**config.mk**
```make
export PLATFORM = sky130hd
export DESIGN_NAME = spi_regfront
export DESIGN_NICKNAME = d
export VERILOG_FILES = /design/src/rtl/spi_regfront_pkg.sv /design/src/rtl/spi_regfront_ctrl.sv /design/src/rtl/spi_regfront_dp.sv /design/src/rtl/spi_regfront.sv
export SDC_FILE = /design/constraint.sdc
export NUM_CORES = 1
export LEC_CHECK = 0
export ABC_AREA = 1
export BUFFER_PORTS_ARGS = -buffer_cell sky130_fd_sc_hd__buf_2
export CAP_MARGIN = 5
export CELL_PAD_IN_SITES_DETAIL_PLACEMENT = 0
export CELL_PAD_IN_SITES_GLOBAL_PLACEMENT = 1
export CORE_ASPECT_RATIO = 1.25
export CORE_MARGIN = 2
export CORE_UTILIZATION = 25
export DETAILED_ROUTE_END_ITERATION = 8
export PLACE_DENSITY = 0.79
export SYNTH_ARGS = -nofsm -noshare
export SYNTH_HDL_FRONTEND = slang
export SYNTH_SLANG_ARGS = --single-unit
```
**constraint.sdc**
```tcl
create_clock -name clk -period 1.5 [get_ports clk]
set_input_delay 0.3 -clock clk [delete_from_list [all_inputs] [get_ports clk]]
set_output_delay 0.3 -clock clk [all_outputs]
set_load 0.005 [all_outputs]
```
**src/rtl/spi_regfront_pkg.sv**
```systemverilog
package spi_regfront_pkg;

  localparam logic [7:0] ADDR_VER   = 8'h00;
  localparam logic [7:0] ADDR_RST   = 8'h40;
  localparam logic [7:0] ADDR_IEN   = 8'h80;
  localparam logic [7:0] ADDR_IPEND = 8'h84;
  localparam logic [7:0] ADDR_ISRC  = 8'h88;
  localparam logic [7:0] ADDR_SYNC  = 8'hC0;
  localparam logic [7:0] ADDR_CROOM = 8'hD0;
  localparam logic [7:0] ADDR_TROOM = 8'hD4;
  localparam logic [7:0] ADDR_RLVL  = 8'hD8;
  localparam logic [7:0] ADDR_CMD   = 8'hE0;
  localparam logic [7:0] ADDR_TX    = 8'hE4;
  localparam logic [7:0] ADDR_RXPOP = 8'hE8;
  localparam logic [7:0] ADDR_RXPK  = 8'hEC;

  localparam int NUM_CAUSE = 4;
  localparam int CAUSE_CMD = 0;
  localparam int CAUSE_TX  = 1;
  localparam int CAUSE_RX  = 2;
  localparam int CAUSE_SYN = 3;

  typedef enum logic [3:0] {
    RD_NONE, RD_VER, RD_RST, RD_IEN, RD_IPEND, RD_ISRC, RD_SYNC,
    RD_CROOM, RD_TROOM, RD_RLVL, RD_RXPOP, RD_RXPK
  } rdSel_e;

  typedef struct packed {
    logic   wrRst;
    logic   wrIen;
    logic   wrAck;
    logic   pushCmd;
    logic   pushTx;
    logic   popRx;
    logic   rdReq;
    rdSel_e rdSel;
  } strobe_t;

endpackage

```
**src/rtl/spi_regfront_ctrl.sv**
```systemverilog
module spi_regfront_ctrl
  import spi_regfront_pkg::*;
(
  input  logic       busWrEn,
  input  logic       busRdEn,
  input  logic [7:0] busAddr,
  input  logic       rxEmpty,
  output strobe_t    strb
);

  always_comb begin
    strb = '0;
    strb.rdSel = RD_NONE;
    strb.rdReq = busRdEn;
    if (busWrEn) begin
      unique case (busAddr)
        ADDR_RST:   strb.wrRst   = 1'b1;
        ADDR_IEN:   strb.wrIen   = 1'b1;
        ADDR_IPEND: strb.wrAck   = 1'b1;
        ADDR_CMD:   strb.pushCmd = 1'b1;
        ADDR_TX:    strb.pushTx  = 1'b1;
        default: ;
      endcase
    end
    if (busRdEn) begin
      unique case (busAddr)
        ADDR_VER:   strb.rdSel = RD_VER;
        ADDR_RST:   strb.rdSel = RD_RST;
        ADDR_IEN:   strb.rdSel = RD_IEN;
        ADDR_IPEND: strb.rdSel = RD_IPEND;
        ADDR_ISRC:  strb.rdSel = RD_ISRC;
        ADDR_SYNC:  strb.rdSel = RD_SYNC;
        ADDR_CROOM: strb.rdSel = RD_CROOM;
        ADDR_TROOM: strb.rdSel = RD_TROOM;
        ADDR_RLVL:  strb.rdSel = RD_RLVL;
        ADDR_RXPOP: begin
          strb.rdSel = RD_RXPOP;
          strb.popRx = !rxEmpty;
        end
        ADDR_RXPK:  strb.rdSel = RD_RXPK;
        default: ;
      endcase
    end
  end

endmodule

```
**src/rtl/spi_regfront_dp.sv**
```systemverilog
module spi_regfront_dp
  import spi_regfront_pkg::*;
#(
  parameter int DEPTH     = 16,
  parameter int AE_LVL    = DEPTH / 4,
  parameter int AF_LVL    = (3 * DEPTH) / 4,
  parameter int DATA_W    = 8,
  parameter int SYNC_W    = 8,
  parameter int BUS_W     = 32,
  parameter int VER_MINOR = 0,
  parameter int VER_PATCH = 8'h61,
  localparam int LVL_W    = $clog2(DEPTH + 1)
)(
  input  logic              clk,
  input  logic              rstN,
  input  strobe_t           strb,
  input  logic [NUM_CAUSE-1:0] wrBits,
  input  logic [LVL_W-1:0]  cmdRoom,
  input  logic [LVL_W-1:0]  txRoom,
  input  logic [LVL_W-1:0]  rxLevel,
  input  logic [DATA_W-1:0] rxHead,
  input  logic              syncDone,
  input  logic [SYNC_W-1:0] syncId,
  output logic [BUS_W-1:0]  busRdata,
  output logic              busRdValid,
  output logic              irq,
  output logic              engineRst
);

  localparam logic [LVL_W-1:0] DEPTH_L = LVL_W'(DEPTH);
  localparam logic [LVL_W-1:0] AE_L    = LVL_W'(AE_LVL);
  localparam logic [LVL_W-1:0] AF_L    = LVL_W'(AF_LVL);
  localparam logic [BUS_W-1:0] VER_WORD =
    BUS_W'({8'h00, 8'd1, 8'(VER_MINOR), 8'(VER_PATCH)});

  logic                 resetQ;
  logic [NUM_CAUSE-1:0] enableQ, pendingQ, cause;
  logic [SYNC_W-1:0]    syncIdQ;
  logic [LVL_W-1:0]     roomIn [2];
  logic [BUS_W-1:0]     rdNext;
  logic [BUS_W-1:0]     headOrZero;

  assign roomIn[0] = cmdRoom;
  assign roomIn[1] = txRoom;

  for (genvar g = 0; g < 2; g++) begin : g_almostEmpty
    assign cause[g] = (DEPTH_L - roomIn[g]) <= AE_L;
  end
  assign cause[CAUSE_RX]  = rxLevel >= AF_L;
  assign cause[CAUSE_SYN] = syncDone;

  assign headOrZero = (rxLevel != '0) ? BUS_W'(rxHead) : '0;

  always_ff @(posedge clk) begin
    if (!rstN) begin
      resetQ   <= 1'b1;
      enableQ  <= '0;
      pendingQ <= '0;
      syncIdQ  <= '0;
    end else begin
      if (strb.wrRst) resetQ  <= wrBits[0];
      if (strb.wrIen) enableQ <= wrBits;
      pendingQ <= (pendingQ & ~(strb.wrAck ? wrBits : '0)) | cause;
      if (syncDone) syncIdQ <= syncId;
    end
  end

  always_comb begin
    unique case (strb.rdSel)
      RD_VER:   rdNext = VER_WORD;
      RD_RST:   rdNext = BUS_W'(resetQ);
      RD_IEN:   rdNext = BUS_W'(enableQ);
      RD_IPEND: rdNext = BUS_W'(pendingQ);
      RD_ISRC:  rdNext = BUS_W'(cause);
      RD_SYNC:  rdNext = BUS_W'(syncIdQ);
      RD_CROOM: rdNext = BUS_W'(cmdRoom);
      RD_TROOM: rdNext = BUS_W'(txRoom);
      RD_RLVL:  rdNext = BUS_W'(rxLevel);
      RD_RXPOP, RD_RXPK: rdNext = headOrZero;
      default:  rdNext = '0;
    endcase
  end

  always_ff @(posedge clk) begin
    if (!rstN) begin
      busRdata   <= '0;
      busRdValid <= 1'b0;
    end else begin
      busRdValid <= strb.rdReq;
      busRdata   <= strb.rdReq ? rdNext : '0;
    end
  end

  assign irq       = |(pendingQ & enableQ);
  assign engineRst = resetQ;

  // read data is always returned on the following cycle
  a_r1_read_valid: assert property (@(posedge clk) disable iff (!rstN)
    strb.rdReq |=> busRdValid);

  // a completing sync always leaves its pending bit set
  a_r4_sync_sets: assert property (@(posedge clk) disable iff (!rstN)
    syncDone |=> pendingQ[CAUSE_SYN]);

  // an acknowledge with no cause present clears the bit
  a_r4_ack_clears: assert property (@(posedge clk) disable iff (!rstN)
    (strb.wrAck && wrBits[CAUSE_CMD] && !cause[CAUSE_CMD]) |=> !pendingQ[CAUSE_CMD]);

  // the stored sync identifier follows the completing command
  a_r7_id_capture: assert property (@(posedge clk) disable iff (!rstN)
    syncDone |=> (syncIdQ == $past(syncId)));

  // the decoder never pops an empty receive FIFO
  a_r10_pop_nonempty: assert property (@(posedge clk) disable iff (!rstN)
    strb.popRx |-> (rxLevel != '0));

endmodule

```
**src/rtl/spi_regfront.sv**
```systemverilog
module spi_regfront
  import spi_regfront_pkg::*;
#(
  parameter int DEPTH     = 16,
  parameter int AE_LVL    = DEPTH / 4,
  parameter int AF_LVL    = (3 * DEPTH) / 4,
  parameter int DATA_W    = 8,
  parameter int SYNC_W    = 8,
  parameter int BUS_W     = 32,
  parameter int VER_MINOR = 0,
  parameter int VER_PATCH = 8'h61,
  localparam int LVL_W    = $clog2(DEPTH + 1)
)(
  input  logic              clk,
  input  logic              rstN,
  input  logic              busWrEn,
  input  logic              busRdEn,
  input  logic [7:0]        busAddr,
  input  logic [BUS_W-1:0]  busWdata,
  output logic [BUS_W-1:0]  busRdata,
  output logic              busRdValid,
  output logic              irq,
  output logic              engineRst,
  input  logic [LVL_W-1:0]  cmdRoom,
  input  logic [LVL_W-1:0]  txRoom,
  input  logic [LVL_W-1:0]  rxLevel,
  input  logic [DATA_W-1:0] rxHead,
  input  logic              syncDone,
  input  logic [SYNC_W-1:0] syncId,
  output logic              cmdPush,
  output logic [BUS_W-1:0]  cmdData,
  output logic              txPush,
  output logic [DATA_W-1:0] txData,
  output logic              rxPop
);

  strobe_t strb;

  spi_regfront_ctrl u_ctrl (
    .busWrEn (busWrEn),
    .busRdEn (busRdEn),
    .busAddr (busAddr),
    .rxEmpty (rxLevel == '0),
    .strb    (strb)
  );

  spi_regfront_dp #(
    .DEPTH(DEPTH), .AE_LVL(AE_LVL), .AF_LVL(AF_LVL), .DATA_W(DATA_W),
    .SYNC_W(SYNC_W), .BUS_W(BUS_W), .VER_MINOR(VER_MINOR), .VER_PATCH(VER_PATCH)
  ) u_dp (
    .clk        (clk),
    .rstN       (rstN),
    .strb       (strb),
    .wrBits     (busWdata[NUM_CAUSE-1:0]),
    .cmdRoom    (cmdRoom),
    .txRoom     (txRoom),
    .rxLevel    (rxLevel),
    .rxHead     (rxHead),
    .syncDone   (syncDone),
    .syncId     (syncId),
    .busRdata   (busRdata),
    .busRdValid (busRdValid),
    .irq        (irq),
    .engineRst  (engineRst)
  );

  assign cmdPush = strb.pushCmd;
  assign cmdData = busWdata;
  assign txPush  = strb.pushTx;
  assign txData  = busWdata[DATA_W-1:0];
  assign rxPop   = strb.popRx;

endmodule

```
### Yosys cells after proc, flatten, opt, wreduce, memory -nomap -nowiden

Cells that the tools add are included.

| storage, ports and cells | value |
|---|---|
| bits in registers | 50 |
| bits in latches | 0 |
| memory bits (writable) | 0 |
| ROM bits | 0 |
| bits of input ports | 76 |
| output and inout bits | 78 |
| logic and storage cells | 58 |
| memories kept | 0 |

| cells by class | value |
|---|---|
| $add $sub $neg | 2 |
| multiply operators | 0 |
| divide/modulo/power cells | 0 |
| $lt $le $gt $ge | 3 |
| equal/unequal tests | 23 |
| shifts and indexed selects | 0 |
| mux-type cells | 13 |
| bitwise operators | 4 |
| reductions and logical operators | 7 |

Operators by type and width:

| cell | count |
|---|---|
| $pmux W32 S10 | 1 |
| $eq A8 B8 Y1 const B | 11 |
| $pmux W4 S11 | 1 |
| $eq A4 B3 Y1 const B | 4 |
| $eq A4 B4 Y1 const B | 4 |
| $le A5 B3 Y1 const B | 2 |
| $sub A5 B5 Y5 const A | 2 |
| $and A4 B4 Y4 | 2 |
| $eq A4 B2 Y1 const B | 2 |
| $eq A8 B7 Y1 const B | 1 |
| $logic_not A8 Y1 | 1 |
| $mux W4 | 2 |
| $mux W8 | 1 |
| $mux W1 | 7 |
| $ge A5 B4 Y1 const B | 1 |
| $logic_not A5 Y1 | 1 |
| $mux W5 | 1 |
| $reduce_bool A5 Y1 | 1 |
| $eq A4 B1 Y1 const B | 1 |
| $not A4 Y4 | 1 |
| $or A4 B4 Y4 | 1 |
| $reduce_or A4 Y1 | 1 |
| $reduce_and A2 Y1 | 1 |
| $reduce_or A2 Y1 | 1 |
| $logic_not A1 Y1 | 1 |

### Logic depth before layout (Yosys ltp)

| depth | value |
|---|---|
| depth in word-level cells | 7 |
| mapped depth | 14 |
| gate-level depth less buffers | 14 |

### Hierarchy

A second synthesis with hierarchy kept.

| unflattened totals | value |
|---|---|
| cells, all modules | 365 |
| area, all modules | 2177.1 um^2 |

By module, submodules not included:

| module | instances | cells each | area an instance (um^2) |
|---|---|---|---|
| spi_regfront_dp | 1 | 253 | 1571.5 |
| spi_regfront | 1 | 47 | 326.6 |
| spi_regfront_ctrl | 1 | 65 | 279.0 |

### Least setup slack after synthesis

Ideal clock, no wire load.

| timing | value |
|---|---|
| kind | input -> register |
| start | input port busAddr[5] |
| end | register u_dp.busRdata[1] |
| arrival time | 1.418 ns |
| required time | 1.430 ns |
| setup slack | 0.013 ns |
| stages | 13 |
| buffers on the path | 0 |
| cells stage by stage | inv_2 -> nand2_1 -> nor2_4 -> nand2_1 -> nand2_1 -> nand2_1 -> nand2_4 -> nand2_8 -> nor2_8 -> nand3_1 -> nand2_1 -> nor2_1 -> a21oi_1 |

| between the ends | value |
|---|---|
| word-level cells in the longest chain between the ends | 6 |
| elaborated cells on any way between the ends | 26 |
| classes of those cells | eq/ne: 21; mux: 3; reduce/logical: 2 |

RTL lines:

| item | line | RTL |
|---|---|---|
| start: declaration | spi_regfront.sv:18 | `input logic [7:0] busAddr,` |
| $eq A8 B8 Y1, or another cell as far along | spi_regfront_ctrl.sv:26 | `unique case (busAddr)` |
| $pmux W4 S11 (*) | spi_regfront_ctrl.sv:26 |  |
| $mux W4 (*) | spi_regfront_ctrl.sv:25 | `if (busRdEn) begin` |
| $eq A4 B4 Y1 | spi_regfront_dp.sv:69 | `unique case (strb.rdSel)` |
| $reduce_or A2 Y1 | spi_regfront_dp.sv:69 |  |
| $pmux W32 S10 (*) | spi_regfront_dp.sv:69 |  |
| end signal: assignment | spi_regfront_dp.sv:90 | `busRdata <= strb.rdReq ? rdNext : '0;` |
| end: declaration | spi_regfront_dp.sv:24 | `output logic [BUS_W-1:0] busRdata,` |

Every way passes the cells marked *; elsewhere a longest branch is shown, timed or not.
A chain may end at the register's enable or synchronous reset.

### Worst setup path in the final report

| timing | value |
|---|---|
| start | input port busAddr[0] |
| end | output port rxPop |

| between the ends | value |
|---|---|
| word-level cells in the longest chain between the ends | 3 |

RTL lines:

| item | line | RTL |
|---|---|---|
| $eq A8 B8 Y1 | spi_regfront_ctrl.sv:26 |  |
| $mux W1 | spi_regfront_ctrl.sv:26 |  |
| $mux W1 | spi_regfront_ctrl.sv:25 |  |
| end: declaration | spi_regfront.sv:34 | `output logic rxPop` |

Every way passes these cells.

==> results.toml <==
[timing]
timing_hold_violations_final = 0
final-max-slew-violation-count = 0
achievable-frequency_ghz = 0.681
period_share_pct = 97.9
setup_viol = 0
final.hold.worst_slack_ns = 0.245
final_period_minus_worst_setup_slack_ns = 1.47
finClkSkew_ns = 0.00585
rsz0062_at_grt = "true"
postLayoutSetupSlackWorst_ns = 0.0310

[worst_setup_path]
worst_ep_required_time_ns = 1.20
crit-reg2reg-capture = "u_dp.busRdata[0]"
worstPathArrival_ns = 1.17
reg2regPathDepth = 6
r2r_startpoint = "u_dp.engineRst"
criticalPathCategory = "in2out"
setup_slack_reg_to_reg_ns = 0.63
start_kind = "input port"
critPathCaptureType = "output port"
critical_path_peak_fanout = 3

[clock_tree]
ctsHtreeMaxLevel = 1
max-clock-path-buffers = 2
clock_latency_ns = 0.28
cts_tree = "built"
ctsRootBufferMaster = "sky130_fd_sc_hd__clkbuf_8"
clock_sink_total = 27
clkTransAtPathRegs_ns = 0.09
cts_made_buffers = 3

[grt]
global_route.usage.total_pct = 11.4
grt_pass1_vias = 1944
wire_length_of_the_first_global_routing_pass_um = 8790
grt_antenna_before_repair = 0
grt_start_max_net_pins = 16
globalRouteOverflowTotal = 0

[placed_design]
place_hpwl_um = 4720
globalplace.congestion = 0.847
port-buffer-count = 70
pre_cts_slack_ns = -0.393

[layout]
ant_diodes = 0
final_nets = 459
synthToLayoutAreaGrowth_pct = 20.6
drive_gt1_share_pct = 38.5

[routing]
detail_route.drc_violations = 0
first_pass_iters = 4
postRouteWirelength_um = 5660
dr_total_vias = 2095
wire_per_inst_um = 11.3
post_drt_via_cell_ratio = 4.17
drt_first_iter_violations = 65
drtAntennaViolNets = 0

[worst_hold_path]
min_path_type = "in2reg"
hold_path_depth = 3
worst_hold_path.endpoint = "u_dp.syncIdQ[5]"
hp-start = "syncId[5]"

[floorplan]
die_width_um = 88.8
placement_rows = 38
die-area_um2 = 9780
top_level_port_count = 154
dieHeight_um = 110
initial_utilization_pct = 25.9
coreArea_um2 = 8700

[yosys]
synth-edff-count = 0
post_synth_mux_area_share_pct = 0
synth_largest_area_cell = "sky130_fd_sc_hd__dfxtp_1"
yosys.area_share.simple_pct = 38.5
synthArstFlopShare_pct = 0
synth_xor_area_share_pct = 0
yosys.cell_types.count = 30
synthDominantCellAreaShare_pct = 24.0
synth.avg_cell_area_um2 = 6.76
synth_sequential_area_ratio_pct = 24.0
synth_ff_type = "sky130_fd_sc_hd__dfxtp_1"
yosys-top-cells-area = "sky130_fd_sc_hd__dfxtp_1, sky130_fd_sc_hd__buf_4, sky130_fd_sc_hd__nand2_1"
main_combinational_cell_family_by_area_after_synthesis = "simple AND/OR/NAND/NOR gates"
synth.yosys.warnings = 0
yosys_register_bits = 27
post_synth_inst_count = 333
adder_cell_area_share_of_the_yosys_netlist_pct = 0
syn_area_um2 = 2250
synth-compound-area-share_pct = 9.34

[pwr]
power.density_nw_per_um2 = 539
leakagePower_nw = 1.43
peak_supply_drop_mv = 0.184

[flow_run]
maximum_capacitance_violations = 0

[run_status]
result_of_the_run = "complete, no violations"
-- routing by layer --
layer | vias up | global-route usage [%] | part of all wire, %
li1 | 1081 | - | -
met1 | 920 | 12.6 | 38
met2 | 85 | 21.5 | 53
met3 | 9 | 2.16 | 7.2
met4 | 0 | 3.35 | 1.6
met5 | - | 0 | 0
-- placed cells by master (no fill, tap or decap), drive strengths merged --
cell type   n
inv        34
clkbuf      3
o21bai      1
buf        89
o21ai      20
nand3      33
dfxtp      27
nand4       4
o31ai       2
clkinv      2
nor4        1
a21oi      14
nand2      70
a31oi       1
nand3b      1
clkinvlp    1
nor3        6
conb       23
a22oi       1
nor2       49
-- how the worst max path moves through the flow --
stage	startpoint	to	slack, ns	depth (start not counted)
after floorplan	busAddr[5]	u_dp.busRdata[1]	0.01	13
after detailed placement	busAddr[1]	u_dp.busRdata[2]	-0.39	12
after global routing	busAddr[3]	u_dp.busRdata[1]	-0.1	14
final	busAddr[0]	rxPop	0.03	6
after global placement	busAddr[1]	u_dp.busRdata[2]	-0.38	12
after CTS	busAddr[1]	rxPop	-0.0004	6
-- cells in the mapped netlist, types with 3 or more instances --
cell,count
sky130_fd_sc_hd__buf_4,64
sky130_fd_sc_hd__nand2_1,61
sky130_fd_sc_hd__nor2_1,37
sky130_fd_sc_hd__nand3_1,32
sky130_fd_sc_hd__inv_1,31
sky130_fd_sc_hd__dfxtp_1,27
sky130_fd_sc_hd__o21ai_0,18
sky130_fd_sc_hd__a21oi_1,14
sky130_fd_sc_hd__nor2_4,6
sky130_fd_sc_hd__inv_2,4
sky130_fd_sc_hd__nand2_4,4
sky130_fd_sc_hd__nand4_1,4
sky130_fd_sc_hd__nor3_1,4
sky130_fd_sc_hd__nand2_2,3
sky130_fd_sc_hd__nor2_2,3
-- power by group --
group	internal [mW]	switching (mW)
logic	0.117	0.171
registers	0.741	0.0132
clock network	0.187	0.234
-- registers in the layout, indices dropped and copies added (netlist names) --
register         flops
u_dp.busRdata        9
u_dp.pendingQ        4
u_dp.enableQ         4
u_dp.syncIdQ         8
u_dp.busRdValid      1
u_dp.engineRst       1
-- area by class of cell --
| class | count | area (um2) |
|---|---|---|
| fill | 963 | 5990 |
| multi-input combinational | 226 | 1300 |
| sequential | 27 | 541 |
| timing repair buffer | 89 | 538 |
| tap | 120 | 150 |
| inverter | 36 | 141 |
| clock buffer | 3 | 41.3 |
| clock inverter | 1 | 5.00 |
-- cells by family (layout without fill, tap and decap cells) --
kind of cell           after synthesis  after routing
AOI/OAI and AO/OA                   39             39
DFF                                 27             27
and+or+nand+nor                    163            164
buffers and inverters              103            129
other                                1             23
-- critical path, cell delays in order --
cell and delay, ns:
sky130_fd_sc_hd__buf_8 0.10, sky130_fd_sc_hd__nor2_4 0.17, sky130_fd_sc_hd__nand3_4 0.11, sky130_fd_sc_hd__buf_4 0.15, sky130_fd_sc_hd__nor4_4 0.18, sky130_fd_sc_hd__buf_2 0.15
-- through the flow --
| stage | util [%] | power (mW) | TNS, ns | cell area (um2) | std cells |
|---|---|---|---|---|---|
| final | 31.2 | 1.46 | 0 | 2710 | 502 |
| after global routing | 31.2 | 1.54 | -0.452 | 2710 | 502 |
| after CTS | 29.4 | 1.45 | -0.000443 | 2560 | 500 |
| after detailed placement | 28.5 | 1.03 | -2.61 | 2480 | 495 |
| after global placement | 28.5 | 1.02 | -2.50 | 2480 | 495 |
| after floorplan | - | 1.01 | 0 | 2330 | 355 |
-- repair_timing --
action	4_1_cts	5_1_grt
hold endpoints to repair	0	0
endpoints found under the setup margin	5	12
pin swaps	1	26
hold buffers	0	0
setup buffers	1	1
cloned	0	1
gates resized for setup	5	41
(Power assumes the default switching activity.)
